`src/rtl/hostport_pkg.sv`:
```
package hostport_pkg;

  // Control word, bit 6 down to bit 0.
  typedef struct packed {
    logic obe_inv;   // 6: status bit for output-empty is inverted
    logic merge;     // 5: input-full pin also carries output-empty
    logic flag_low;  // 4: flag pins are active low
    logic swap;      // 3: byte-select mapping is swapped
    logic ds_high;   // 2: data strobe is active high (direction protocol only)
    logic rwds;      // 1: direction line plus data strobe protocol
    logic wide;      // 0: 16-bit host transfers
  } cfg_t;

  localparam int CFG_W = 7;

  // Decode one strobe: want_rd=1 gives read-active, 0 gives write-active.
  function automatic logic strobe_on(cfg_t c, logic a, logic b, logic want_rd);
    logic ds;
    if (!c.rwds) return want_rd ? !b : !a;
    ds = c.ds_high ? b : !b;
    return want_rd ? (ds & a) : (ds & !a);
  endfunction

  function automatic logic lane_hi(logic bsel, cfg_t c);
    return bsel ^ c.swap;
  endfunction

  // Flag pins as {obe_pin, ibf_pin}.
  function automatic logic [1:0] flag_pins(cfg_t c, logic ibf, logic obe);
    logic ib;
    ib = c.merge ? (ibf | obe) : ibf;
    return {obe ^ c.flag_low, ib ^ c.flag_low};
  endfunction

endpackage

```
`src/rtl/hostport_strobe.sv`:
```
module hostport_strobe
  import hostport_pkg::*;
(
  input  logic clk,
  input  logic rst_n,
  input  cfg_t cfg,
  input  logic pin_a,
  input  logic pin_b,
  input  logic hold,
  output logic rd_act,
  output logic wr_evt,
  output logic rd_done
);
  logic a_q, b_q;
  logic wr_now, wr_prev, rd_prev;

  // Previous pin levels are decoded with the current control word, so a
  // control change with quiet pins never looks like an edge.
  always_ff @(posedge clk) begin
    if (!rst_n) begin
      a_q <= 1'b1;
      b_q <= 1'b1;
    end else begin
      a_q <= pin_a;
      b_q <= pin_b;
    end
  end

  always_comb begin
    rd_act  = strobe_on(cfg, pin_a, pin_b, 1'b1);
    wr_now  = strobe_on(cfg, pin_a, pin_b, 1'b0);
    rd_prev = strobe_on(cfg, a_q, b_q, 1'b1);
    wr_prev = strobe_on(cfg, a_q, b_q, 1'b0);
    wr_evt  = wr_now & !wr_prev & !hold;
    rd_done = rd_prev & !rd_act & !hold;
  end
endmodule

```
`src/rtl/hostport_flags.sv`:
```
module hostport_flags (
  input  logic clk,
  input  logic rst_n,
  input  logic word_wr,
  input  logic word_rd,
  input  logic p_rd_data,
  input  logic p_wr_data,
  output logic ibf_q,
  output logic obe_q
);
  // The newer data wins when set and clear meet in one cycle.
  always_ff @(posedge clk) begin
    if (!rst_n) begin
      ibf_q <= 1'b0;
      obe_q <= 1'b1;
    end else begin
      if (word_wr)        ibf_q <= 1'b1;
      else if (p_rd_data) ibf_q <= 1'b0;
      if (p_wr_data)      obe_q <= 1'b0;
      else if (word_rd)   obe_q <= 1'b1;
    end
  end
endmodule

```
`src/rtl/hostport.sv`:
```
module hostport
  import hostport_pkg::*;
#(
  parameter int BW = 8,
  parameter int DW = 2 * BW
) (
  input  logic          clk,
  input  logic          rst_n,
  input  logic [DW-1:0] h_din,
  output logic [DW-1:0] h_dout,
  output logic          h_doe,
  input  logic          h_bsel,
  input  logic          h_pin_a,
  input  logic          h_pin_b,
  output logic          h_ibf_o,
  output logic          h_obe_o,
  input  logic          p_en,
  input  logic          p_we,
  input  logic [1:0]    p_addr,
  input  logic [DW-1:0] p_wdata,
  output logic [DW-1:0] p_rdata
);
  localparam logic [1:0] A_DATA = 2'd0;
  localparam logic [1:0] A_CFG  = 2'd1;
  localparam logic [1:0] A_STAT = 2'd2;

  function automatic logic [DW-1:0] swap_bytes(logic [DW-1:0] w);
    return {w[BW-1:0], w[DW-1:BW]};
  endfunction

  cfg_t          cfg_q;
  logic [DW-1:0] ibuf_q, obuf_q;
  logic          ibf_q, obe_q;

  // Named internal events.
  logic ctrl_wr, p_rd_data, p_wr_data;
  logic wr_evt, rd_done, rd_act, hi;
  logic word_wr, word_rd;

  assign ctrl_wr   = p_en & p_we & (p_addr == A_CFG);
  assign p_wr_data = p_en & p_we & (p_addr == A_DATA);
  assign p_rd_data = p_en & !p_we & (p_addr == A_DATA);
  assign hi        = lane_hi(h_bsel, cfg_q);
  assign word_wr   = wr_evt & (cfg_q.wide | hi);
  assign word_rd   = rd_done & (cfg_q.wide | hi);

  hostport_strobe u_strobe (
    .clk(clk), .rst_n(rst_n), .cfg(cfg_q),
    .pin_a(h_pin_a), .pin_b(h_pin_b), .hold(ctrl_wr),
    .rd_act(rd_act), .wr_evt(wr_evt), .rd_done(rd_done)
  );

  hostport_flags u_flags (
    .clk(clk), .rst_n(rst_n),
    .word_wr(word_wr), .word_rd(word_rd),
    .p_rd_data(p_rd_data), .p_wr_data(p_wr_data),
    .ibf_q(ibf_q), .obe_q(obe_q)
  );

  always_ff @(posedge clk) begin
    if (!rst_n) cfg_q <= '0;
    else if (ctrl_wr) cfg_q <= cfg_t'(p_wdata[CFG_W-1:0]);
  end

  always_ff @(posedge clk) begin
    if (!rst_n) obuf_q <= '0;
    else if (p_wr_data) obuf_q <= p_wdata;
  end

  // Input buffer: whole word, or one byte lane in narrow mode.
  generate
    genvar g;
    for (g = 0; g < 2; g++) begin : g_lane
      always_ff @(posedge clk) begin
        if (!rst_n) ibuf_q[g*BW +: BW] <= '0;
        else if (wr_evt) begin
          if (cfg_q.wide)
            ibuf_q[g*BW +: BW] <= hi ? swap_bytes(h_din)[g*BW +: BW]
                                     : h_din[g*BW +: BW];
          else if (hi == (g == 1))
            ibuf_q[g*BW +: BW] <= h_din[BW-1:0];
        end
      end
    end
  endgenerate

  always_comb begin
    h_doe = rd_act;
    if (cfg_q.wide) h_dout = hi ? swap_bytes(obuf_q) : obuf_q;
    else            h_dout = {{BW{1'b0}}, hi ? obuf_q[DW-1:BW] : obuf_q[BW-1:0]};
  end

  always_comb begin
    {h_obe_o, h_ibf_o} = flag_pins(cfg_q, ibf_q, obe_q);
  end

  always_comb begin
    p_rdata = '0;
    case (p_addr)
      A_DATA: p_rdata = ibuf_q;
      A_CFG:  p_rdata[CFG_W-1:0] = cfg_q;
      A_STAT: p_rdata[1:0] = {obe_q ^ cfg_q.obe_inv, ibf_q};
      default: p_rdata = '0;
    endcase
  end
endmodule

```
`config.mk`:
```
export PLATFORM = sky130hd
export DESIGN_NAME = hostport
export DESIGN_NICKNAME = d
export VERILOG_FILES = /design/src/rtl/hostport_pkg.sv /design/src/rtl/hostport_strobe.sv /design/src/rtl/hostport_flags.sv /design/src/rtl/hostport.sv
export SDC_FILE = /design/constraint.sdc
export NUM_CORES = 1
export LEC_CHECK = 0
export ABC_AREA = 1
export CAP_MARGIN = 15
export CORE_MARGIN = 3
export CORE_UTILIZATION = 29
export CTS_BUF_LIST = sky130_fd_sc_hd__clkbuf_4 sky130_fd_sc_hd__clkbuf_8 sky130_fd_sc_hd__clkbuf_16
export DETAILED_ROUTE_END_ITERATION = 8
export GPL_TIMING_DRIVEN = 0
export PLACE_DENSITY = 0.6
export SYNTH_ARGS = -nofsm -noshare
export SYNTH_HDL_FRONTEND = slang
export SYNTH_HIERARCHICAL = 1
export SYNTH_SLANG_ARGS = --single-unit
```
`constraint.sdc`:
```
create_clock -name clk -period 4 [get_ports clk]
set_input_delay 0.8 -clock clk [delete_from_list [all_inputs] [get_ports clk]]
set_output_delay 0.8 -clock clk [all_outputs]
set_load 0.02 [all_outputs]
```
=== Yosys cells after proc, flatten, opt, wreduce, memory -nomap -nowiden ===
Cells that the tools add are included.

* Flip-flop bits (word level): 43
* Logic and storage cells: 75
* Input bits: 41
* Output and inout port bits: 35

* Bitwise operators: 21
* Reductions and logical operators: 14
* Muxes and demuxes: 23
* Eq/ne operators: 3

{| class="wikitable"
|+ Operator list
! cell !! number
|-
| $mux W8 || 7
|-
| $mux W16 || 2
|-
| $and A1 B1 Y1 || 15
|-
| $mux W1 || 11
|-
| $pmux W5 S2 || 1
|-
| $mux W9 || 1
|-
| $logic_not A1 Y1 || 8
|-
| $pmux W2 S3 || 1
|-
| $reduce_bool A2 Y1 || 3
|-
| $reduce_and A2 Y1 || 2
|-
| $xor A1 B1 Y1 || 4
|-
| $eq A2 B1 Y1 const B || 1
|-
| $eq A2 B2 Y1 const B || 1
|-
| $logic_not A2 Y1 || 1
|-
| $ne A2 B2 Y1 const B || 1
|-
| $or A1 B1 Y1 || 2
|}

=== Longest topological paths before layout ===
Gate-level depths: netlist of run 1.

* Depth in word-level cells: 10
* Gate-level depth with buffers: 13
* Depth with buffers taken out: 13

=== Cells and area by module ===
The synthesis of run 1 kept the hierarchy.

{| class="wikitable"
|+ Modules (own cells, without submodules)
! module !! area an instance (µm²) !! cells an instance !! seq. area each (µm²) !! instances
|-
| hostport || 2193.4 || 342 || 780.7 || 1
|-
| hostport_strobe || 172.7 || 35 || 40.0 || 1
|-
| hostport_flags || 72.6 || 9 || 40.0 || 1
|}

=== Worst setup path before layout of run 1 ===
Ideal clock, no wire load.

* Path kind: input -> output
* From: input port h_bsel
* To: output port h_dout[10]
* Stages on the path: 5
* Path buffers: 1
* Slack: 1.437 ns
* Required time: 3.200 ns
* Arrival: 1.763 ns
* Cells stage by stage: nand2_1 > nand2_4 > nand2_1 > buf_6 > o21ai_0

* Word-level cells in the longest chain between the ends: 3

{| class="wikitable"
|+ RTL lines
! item !! line !! text
|-
| from (decl) || hostport.sv:12 || <nowiki>input logic h_bsel,</nowiki>
|-
| $xor A1 B1 Y1 || hostport_pkg.sv:25 || <nowiki>return bsel ^ c.swap;</nowiki>
|-
| $mux W16 (2 in a row) || hostport.sv:89 || <nowiki>if (cfg_q.wide) h_dout = hi ? swap_bytes(obuf_q) : obuf_q;</nowiki>
|-
| to (decl) || hostport.sv:10 || <nowiki>output logic [DW-1:0] h_dout,</nowiki>
|}

No other way between the ends.

=== Final worst setup path of run 1 ===
Same ends and word-level chain as after synthesis.

==> results of run 1 <==
## cells in the mapped netlist
master | n | area share, %
nand3b_1 | 4 | 1.2
nand2_1 | 82 | 13
buf_2 | 5 | 1.0
xnor2_1 | 1 | 0.36
inv_1 | 57 | 8.8
dfxtp_1 | 43 | 35
a21oi_1 | 23 | 4.7
inv_2 | 5 | 0.77
clkbuf_1 | 3 | 0.46
o211ai_1 | 1 | 0.31
buf_4 | 3 | 0.92
nand2_4 | 3 | 1.4
nand2_2 | 2 | 0.51
nor2_1 | 59 | 9.1
nor2_8 | 1 | 0.82
o221ai_1 | 1 | 0.36
o21ai_0 | 38 | 7.8
a21oi_2 | 1 | 0.36
o21ai_1 | 5 | 1.0
xor2_1 | 2 | 0.72
buf_6 | 5 | 2.3
nand4_1 | 5 | 1.3
nor2_2 | 4 | 1.0
o22ai_1 | 2 | 0.51
nand3_1 | 30 | 6.2
buf_1 | 1 | 0.15
## cell families after synthesis
logic type | Yosys count
AND/OR/NAND/NOR | 190
buffers and inverters | 79
AO/OA/AOI/OAI | 71
flip-flops | 43
XOR/XNOR | 3
## placed cells by master (no fill, tap or decap), types with 2 or more instances in the layout
cell / n
nand4_1: 5
inv_2: 5
clkdlybuf4s50_1: 75
inv_1: 57
a21oi_1: 23
o21ai_1: 5
nand3_1: 30
nor2_2: 4
o21ai_0: 38
clkbuf_8: 5
nand2_4: 3
clkbuf_1: 3
nand2_2: 2
nand3b_1: 4
buf_6: 5
nor2_1: 59
buf_2: 5
xor2_1: 2
nand2_1: 82
o22ai_1: 2
dfxtp_1: 43
buf_4: 3
## state kept, by name, summed over array words and instances (netlist names)
name	cells
u_strobe/a_q	1
u_strobe/b_q	1
u_flags/obe_q	1
ibuf_q	16
u_flags/ibf_q	1
obuf_q	16
cfg_q	7
## power by group
group          internal, W  total [W]  leakage [nW]  switching, W
combinational     0.000101   0.000226          1.07      0.000125
sequential        0.000451   0.000462         0.352     0.0000104
clock             0.000129   0.000282        0.0446      0.000153
## stage by stage
step	cells	setup WS, ns	total power [W]	area (um^2)	utilization (%)
after detailed placement	563	0.4390	0.0006984	3317	41.84
after floorplan	386	1.437	0.0005965	2439	-
after global placement	563	0.3784	0.0006961	3317	41.84
after global routing	571	0.2526	0.001022	3406	42.96
final	571	0.3569	0.0009700	3406	42.96
after CTS	571	0.4111	0.0009818	3406	42.96
## worst max path at each step
stage	from	end	depth (start not counted)	slack (ns)
after floorplan	h_bsel	h_dout[10]	5	1.44
after global placement	h_bsel	h_dout[10]	7	0.38
after detailed placement	h_bsel	h_dout[10]	7	0.44
after CTS	h_bsel	h_dout[10]	7	0.41
after global routing	h_bsel	h_dout[9]	7	0.25
final	h_bsel	h_dout[10]	7	0.36
## worst max-delay path, delay by kind of cell
family	cells	cell delay, ns
AND/OR/NAND/NOR	3	0.48
AO/OA/AOI/OAI	1	0.22
buffers and inverters	3	1.34
## metal layers
| layer | vias up | global-route usage (%) | part of all wire (%) |
|---|---|---|---|
| li1 | 1371 | - | - |
| met1 | 1149 | 20.06 | 47 |
| met2 | 89 | 25.88 | 45 |
| met3 | 8 | 4.020 | 6.8 |
| met4 | 0 | 3.408 | 0.81 |
| met5 | - | 0 | 0 |
## layout make-up
cell class	instances	share of cell area, %
clock inverter	2	0.3674
tap	102	3.747
sequential	43	25.28
inverter	62	6.833
timing repair buffer	75	22.04
clock buffer	6	2.241
buffer	17	3.490
multi-input combinational	264	36.00
==> metrics.md, run 1 <==
| Metric | Value |
|---|---|
| Status | `complete, no violations` |
| Max_slew headroom | `61.56%` |
| 1st-iter DRT viols | `119` |
| Largest net degree at the start of global routing | `14` |
| Multiplexer area fraction after synthesis | `0%` |
| Synth Instances | `386` |
| Total length of routed wires | `7415 um` |
| Final ANT Viol Nets | `0` |
| Hold slack | `0.4681 ns` |
| Drt pass-1 iters | `4` |
| Wire per inst | `12.99 um` |
| Synth-to-layout area growth | `39.66%` |
| Gr ovfl total | `0` |
| Worst stage delay on the critical path | `0.65 ns` |
| Area of the die | `9545 um^2` |
| Final Wtd Congestion | `0.8915` |
| Fill cells | `857` |
| Peak supply drop | `0.0001067 V` |
| Post-Synth Adder-Cell Area | `0%` |
| # resized after CTS | `0` |
| Post-Syn Area | `2439 um^2` |
| HPWL Detailed | `5736 um` |
| Post-synthesis xor/xnor area fraction | `1.077%` |
| Worst Hold Launch | `obuf_q[8]$_SDFFE_PN0P_` |
| Vias per cell | `4.583` |
| CTS tree | `done` |
| Cts bufs inserted | `5` |
| WS Path Type | `in -> out` |
| Die Y | `97.70 um` |
| FF+latch count, synth | `43` |
| Core area | `7928 um^2` |
| Synth Area in Compound Gates | `15.08%` |
| Worst R2R End | `ibuf_q[11]$_SDFFE_PN0P_` |
| Vias in the first global route | `2516` |
| First-pass GRT wire length | `12120 um` |
| Fin. max-slew vios | `0` |
| # setup viols final | `0` |
| Worst setup SP type | `primary input` |
| Setup Fix Bufs, Post-CTS | `0` |
| Maxcap violations | `0` |
| Main combinational cell family by area after synthesis | `simple AND/OR/NAND/NOR gates` |
| Fmax | `274.5 MHz` |
| Crit path capture type | `output port` |
| Worst Hold Class | `reg -> reg` |
| Port Buffers | `75` |
| Initial Utilization | `30.76%` |
| Endpoint of the worst hold path | `obuf_q[8]$_SDFFE_PN0P_` |
| CTS Buffer Depth | `2` |
| Reg2reg start | `cfg_q[2]$_SDFFE_PN0P_` |
| Worst reg2reg setup slack | `1.96 ns` |
| GRT Total Usage | `15.47%` |
| Synth Area in Simple Gates | `34.12%` |
| Root buffer cell | `clkbuf_8` |
| Hold Fails Final Rpt | `0` |
| Worst-Margin Slew | `0.5745 ns` |
| Diode count | `0` |
| Layout cells sized above 1 | `7.889%` |
| Vias | `2617` |
| Syn Nets | `427` |
| Area of the multi-input gates | `1226 um^2` |
| P per Cell Area | `284.8 nW/um^2` |
| Crit path max fanout | `10` |
| RSZ-0062 raised after global routing | `false` |
| Critical Path RT | `3.20 ns` |
| Library cells used by synthesis | `26` |
| Final worst path period share | `91.08%` |
| Die Wd | `97.70 um` |
| Top-level I/O count | `76` |
| FF/Latch Area | `860.8 um^2` |
| Lkg Pwr | `1.463 nW` |
| Initial antenna violation count | `0` |
| Tmin final | `3.643 ns` |
| Hold path depth | `2` |
| Post-synthesis sequential area ratio | `35.30%` |
| # clock sinks | `43` |
| Yosys Warn Count | `6` |
| # DRC | `0` |
| FP Rows | `32` |
| Critical path arrival | `2.84 ns` |
| Mapped Avg Cell Area | `6.318 um^2` |
| Hold buffer count at CTS | `0` |
| CP max stage cell | `clkdlybuf4s50_1` |
| Clk slew on worst S/H paths | `0.08 ns` |
| Final net count | `509` |
| Setup TNS | `0 ns` |
| CTS H-tree lvls | `2` |
| Reg2reg path depth | `8` |
| Critical Path, Cell by Cell | `clkdlybuf4s50_1, nand2_1, nand2_4, nand2_1, buf_6, o21ai_0, clkdlybuf4s50_1` |
| Clock skew | `0.002617 ns` |
| Worst skew pair latency | `0.29 ns` |
(Power assumes the default switching activity.)
==> inputs of run 2 (changes only) <==
- CAP_MARGIN: 15 -> unset
==> results of run 2 <==
Final layout, timing and power as in run 1 (identical DEF).
==> inputs of run 3 (changes only) <==
- PLACE_DENSITY: 0.6 -> 0.59
==> run 3 against run 2 <==
  * Global-route usage down 0.37 points
  * Sequential cell count is the same
  * Setup slack better by 0.033 ns
  * Maximum frequency grew 0.91%
  * Hold slack improved by 0.0016 ns
  * Core utilization is 0.079 points lower
  * Combinational power barely moved
  * Clock-buffer cell count down 1
  * Routed wire length is 2.0% lower
  * Die area stayed put
  * Design area shrank 0.18%
==> metrics.md, run 3 (synthesis results as in run 1) <==
| Metric | Value |
|---|---|
| Status | `complete, no violations` |
| Top-level I/O count | `76 (unchanged)` |
| Core Util, Final | `42.88% (-0.079 points)` |
| GRT Total Usage | `15.10% (-0.37 points)` |
| First-pass GRT wire length | `11890 um (-1.9%)` |
| Endpoint of the worst hold path | `obuf_q[10]$_SDFFE_PN0P_` |
| Worst Hold Launch | `obuf_q[10]$_SDFFE_PN0P_` |
| # resized after CTS | `0 (unchanged)` |
| Reg2reg start | `cfg_q[2]$_SDFFE_PN0P_` |
| HPWL Detailed | `5615 um (-2.1%)` |
| Synth-to-layout area growth | `39.40%` |
| Fmax | `277.0 MHz (+0.91%)` |
| Lkg Pwr | `1.463 nW (about the same)` |
| FP Rows | `32 (unchanged)` |
| Top flop regs | `ibuf_q: 16 flops, obuf_q: 16 flops, cfg_q: 7 flops` |
| CTS Buffer Depth | `2 (unchanged)` |
| Maxcap violations | `0 (unchanged)` |
| Hold buffer count at CTS | `0 (unchanged)` |
| Core area | `7928 um^2 (unchanged)` |
| Cts bufs inserted | `5 (unchanged)` |
| Crit path max fanout | `10 (unchanged)` |
| Layout cells sized above 1 | `7.692% (-0.20 points)` |
| Worst R2R End | `ibuf_q[9]$_SDFFE_PN0P_` |
| # setup viols final | `0 (unchanged)` |
| Peak supply drop | `0.0001291 V (+21%)` |
| Diode count | `0 (unchanged)` |
| Critical Path RT | `3.20 ns (about the same)` |
| Worst-Margin Slew | `0.5436 ns (-0.03093 ns)` |
| Worst setup SP type | `primary input` |
| Leading cell types in the layout, fill and taps excluded | `82 x nand2_1, 75 x clkdlybuf4s50_1, 59 x nor2_1` |
| Final ANT Viol Nets | `0 (unchanged)` |
| Most common cell after layout, fill and taps aside | `nand2_1` |
| Total power | `0.0009594 W (-1.1%)` |
| P per Cell Area | `282.2 nW/um^2 (-0.91%)` |
| Vias per cell | `4.567 (-0.36%)` |
| Tmin final | `3.610 ns (-0.03291 ns)` |
| Clk slew on worst S/H paths | `0.08 ns (about the same)` |
| CTS H-tree lvls | `2 (unchanged)` |
| RSZ-0062 raised after global routing | `false` |
| Hold path depth | `2 (unchanged)` |
| Port Buffers | `75 (unchanged)` |
| Worst Hold Class | `reg -> reg` |
| Initial Utilization | `30.76% (unchanged)` |
| Setup TNS | `0 ns (unchanged)` |
| Setup Fix Bufs, Post-CTS | `0 (unchanged)` |
| 1st-iter DRT viols | `89 (-25%)` |
| WS Path Type | `in -> out` |
| Vias | `2603 (-0.53%)` |
| Fill cells | `847 (-1.2%)` |
| Largest net degree at the start of global routing | `14 (unchanged)` |
| Hold Fails Final Rpt | `0 (unchanged)` |
| Die Y | `97.70 um (unchanged)` |
| Crit path capture type | `output port` |
| Gr ovfl total | `0 (unchanged)` |
| Worst reg2reg setup slack | `2.08 ns (+0.12 ns)` |
| # DRC | `0 (unchanged)` |
| Vias in the first global route | `2467 (-1.9%)` |
| Final Wtd Congestion | `0.9060 (+1.6%)` |
| Wire per inst | `12.74 um (-1.9%)` |
| Area of the die | `9545 um^2 (unchanged)` |
| CTS tree | `done` |
| Critical path arrival | `2.81 ns (-0.03 ns)` |
| Fin. max-slew vios | `0 (unchanged)` |
| Final worst path period share | `90.25% (-0.82 points)` |
| Total length of routed wires | `7263 um (-2.0%)` |
| Initial antenna violation count | `0 (unchanged)` |
| Reg2reg path depth | `8 (unchanged)` |
| # clock sinks | `43 (unchanged)` |
| Clock skew | `0.002211 ns (-0.0004063 ns)` |
| Drt pass-1 iters | `4 (unchanged)` |
| Max_slew headroom | `63.76% (+2.2 points)` |
| Worst skew pair latency | `0.29 ns (about the same)` |
| Root buffer cell | `clkbuf_8` |
| Final net count | `509 (unchanged)` |
| Die Wd | `97.70 um (unchanged)` |
==> run 3: metal layers <==
layer | GRT usage (%) | share of wire (%) | vias up
met2 | 24.30 | 46 | 79
li1 | - | - | 1370
met5 | 0 | 0 | -
met1 | 20.65 | 47 | 1150
met4 | 2.449 | 0.44 | 0
met3 | 4.092 | 6.7 | 4
==> run 3: critical path, stage by stage <==
cell             delay (ns)
clkdlybuf4s50_1        0.53
nand2_1                0.19
nand2_4                0.19
nand2_1                0.10
buf_6                  0.15
o21ai_0                0.19
clkdlybuf4s50_1        0.65
==> run 3: worst max path at each step <==
| stage | startpoint | endpoint | slack, ns |
|---|---|---|---|
| 6_report | h_bsel | h_dout[10] | 0.39 |
| 5_1_grt | h_bsel | h_dout[10] | 0.24 |
| 4_1_cts | h_bsel | h_dout[10] | 0.41 |
| 3_5_place_dp | h_bsel | h_dout[11] | 0.43 |
| 3_3_place_gp | h_bsel | h_dout[10] | 0.38 |
| 2_1_floorplan | h_bsel | h_dout[10] | 1.44 |
==> run 3: where the power goes <==
group	switching (W)	total [W]	internal, W
Combinational	0.000124	0.000226	0.000101
Clock	0.000152	0.000272	0.000120
Sequential	0.0000107	0.000462	0.000451
==> run 3: layout make-up <==
cell class	count	area [um^2]	share of cell area, %
clock buffers	5	68.82	2.024
flip-flops and latches	43	860.8	25.32
repair buffers	75	750.7	22.08
clock inverters	2	13.76	0.4049
inverters	62	232.7	6.846
multi-input cells	264	1226	36.07
well taps	102	127.6	3.754
plain buffers	17	118.9	3.497
==> run 3: metrics by stage <==
stage / cell area (um^2) / worst slack [ns] / hold WS (ns) / instances
after floorplan: 2439 / 1.437 / 0.4398 / 386
after global placement: 3317 / 0.3775 / 0.4516 / 563
after detailed placement: 3317 / 0.4342 / 0.4588 / 563
after CTS: 3400 / 0.4149 / 0.4722 / 570
after global routing: 3400 / 0.2439 / 0.4941 / 570
final: 3400 / 0.3898 / 0.4697 / 570
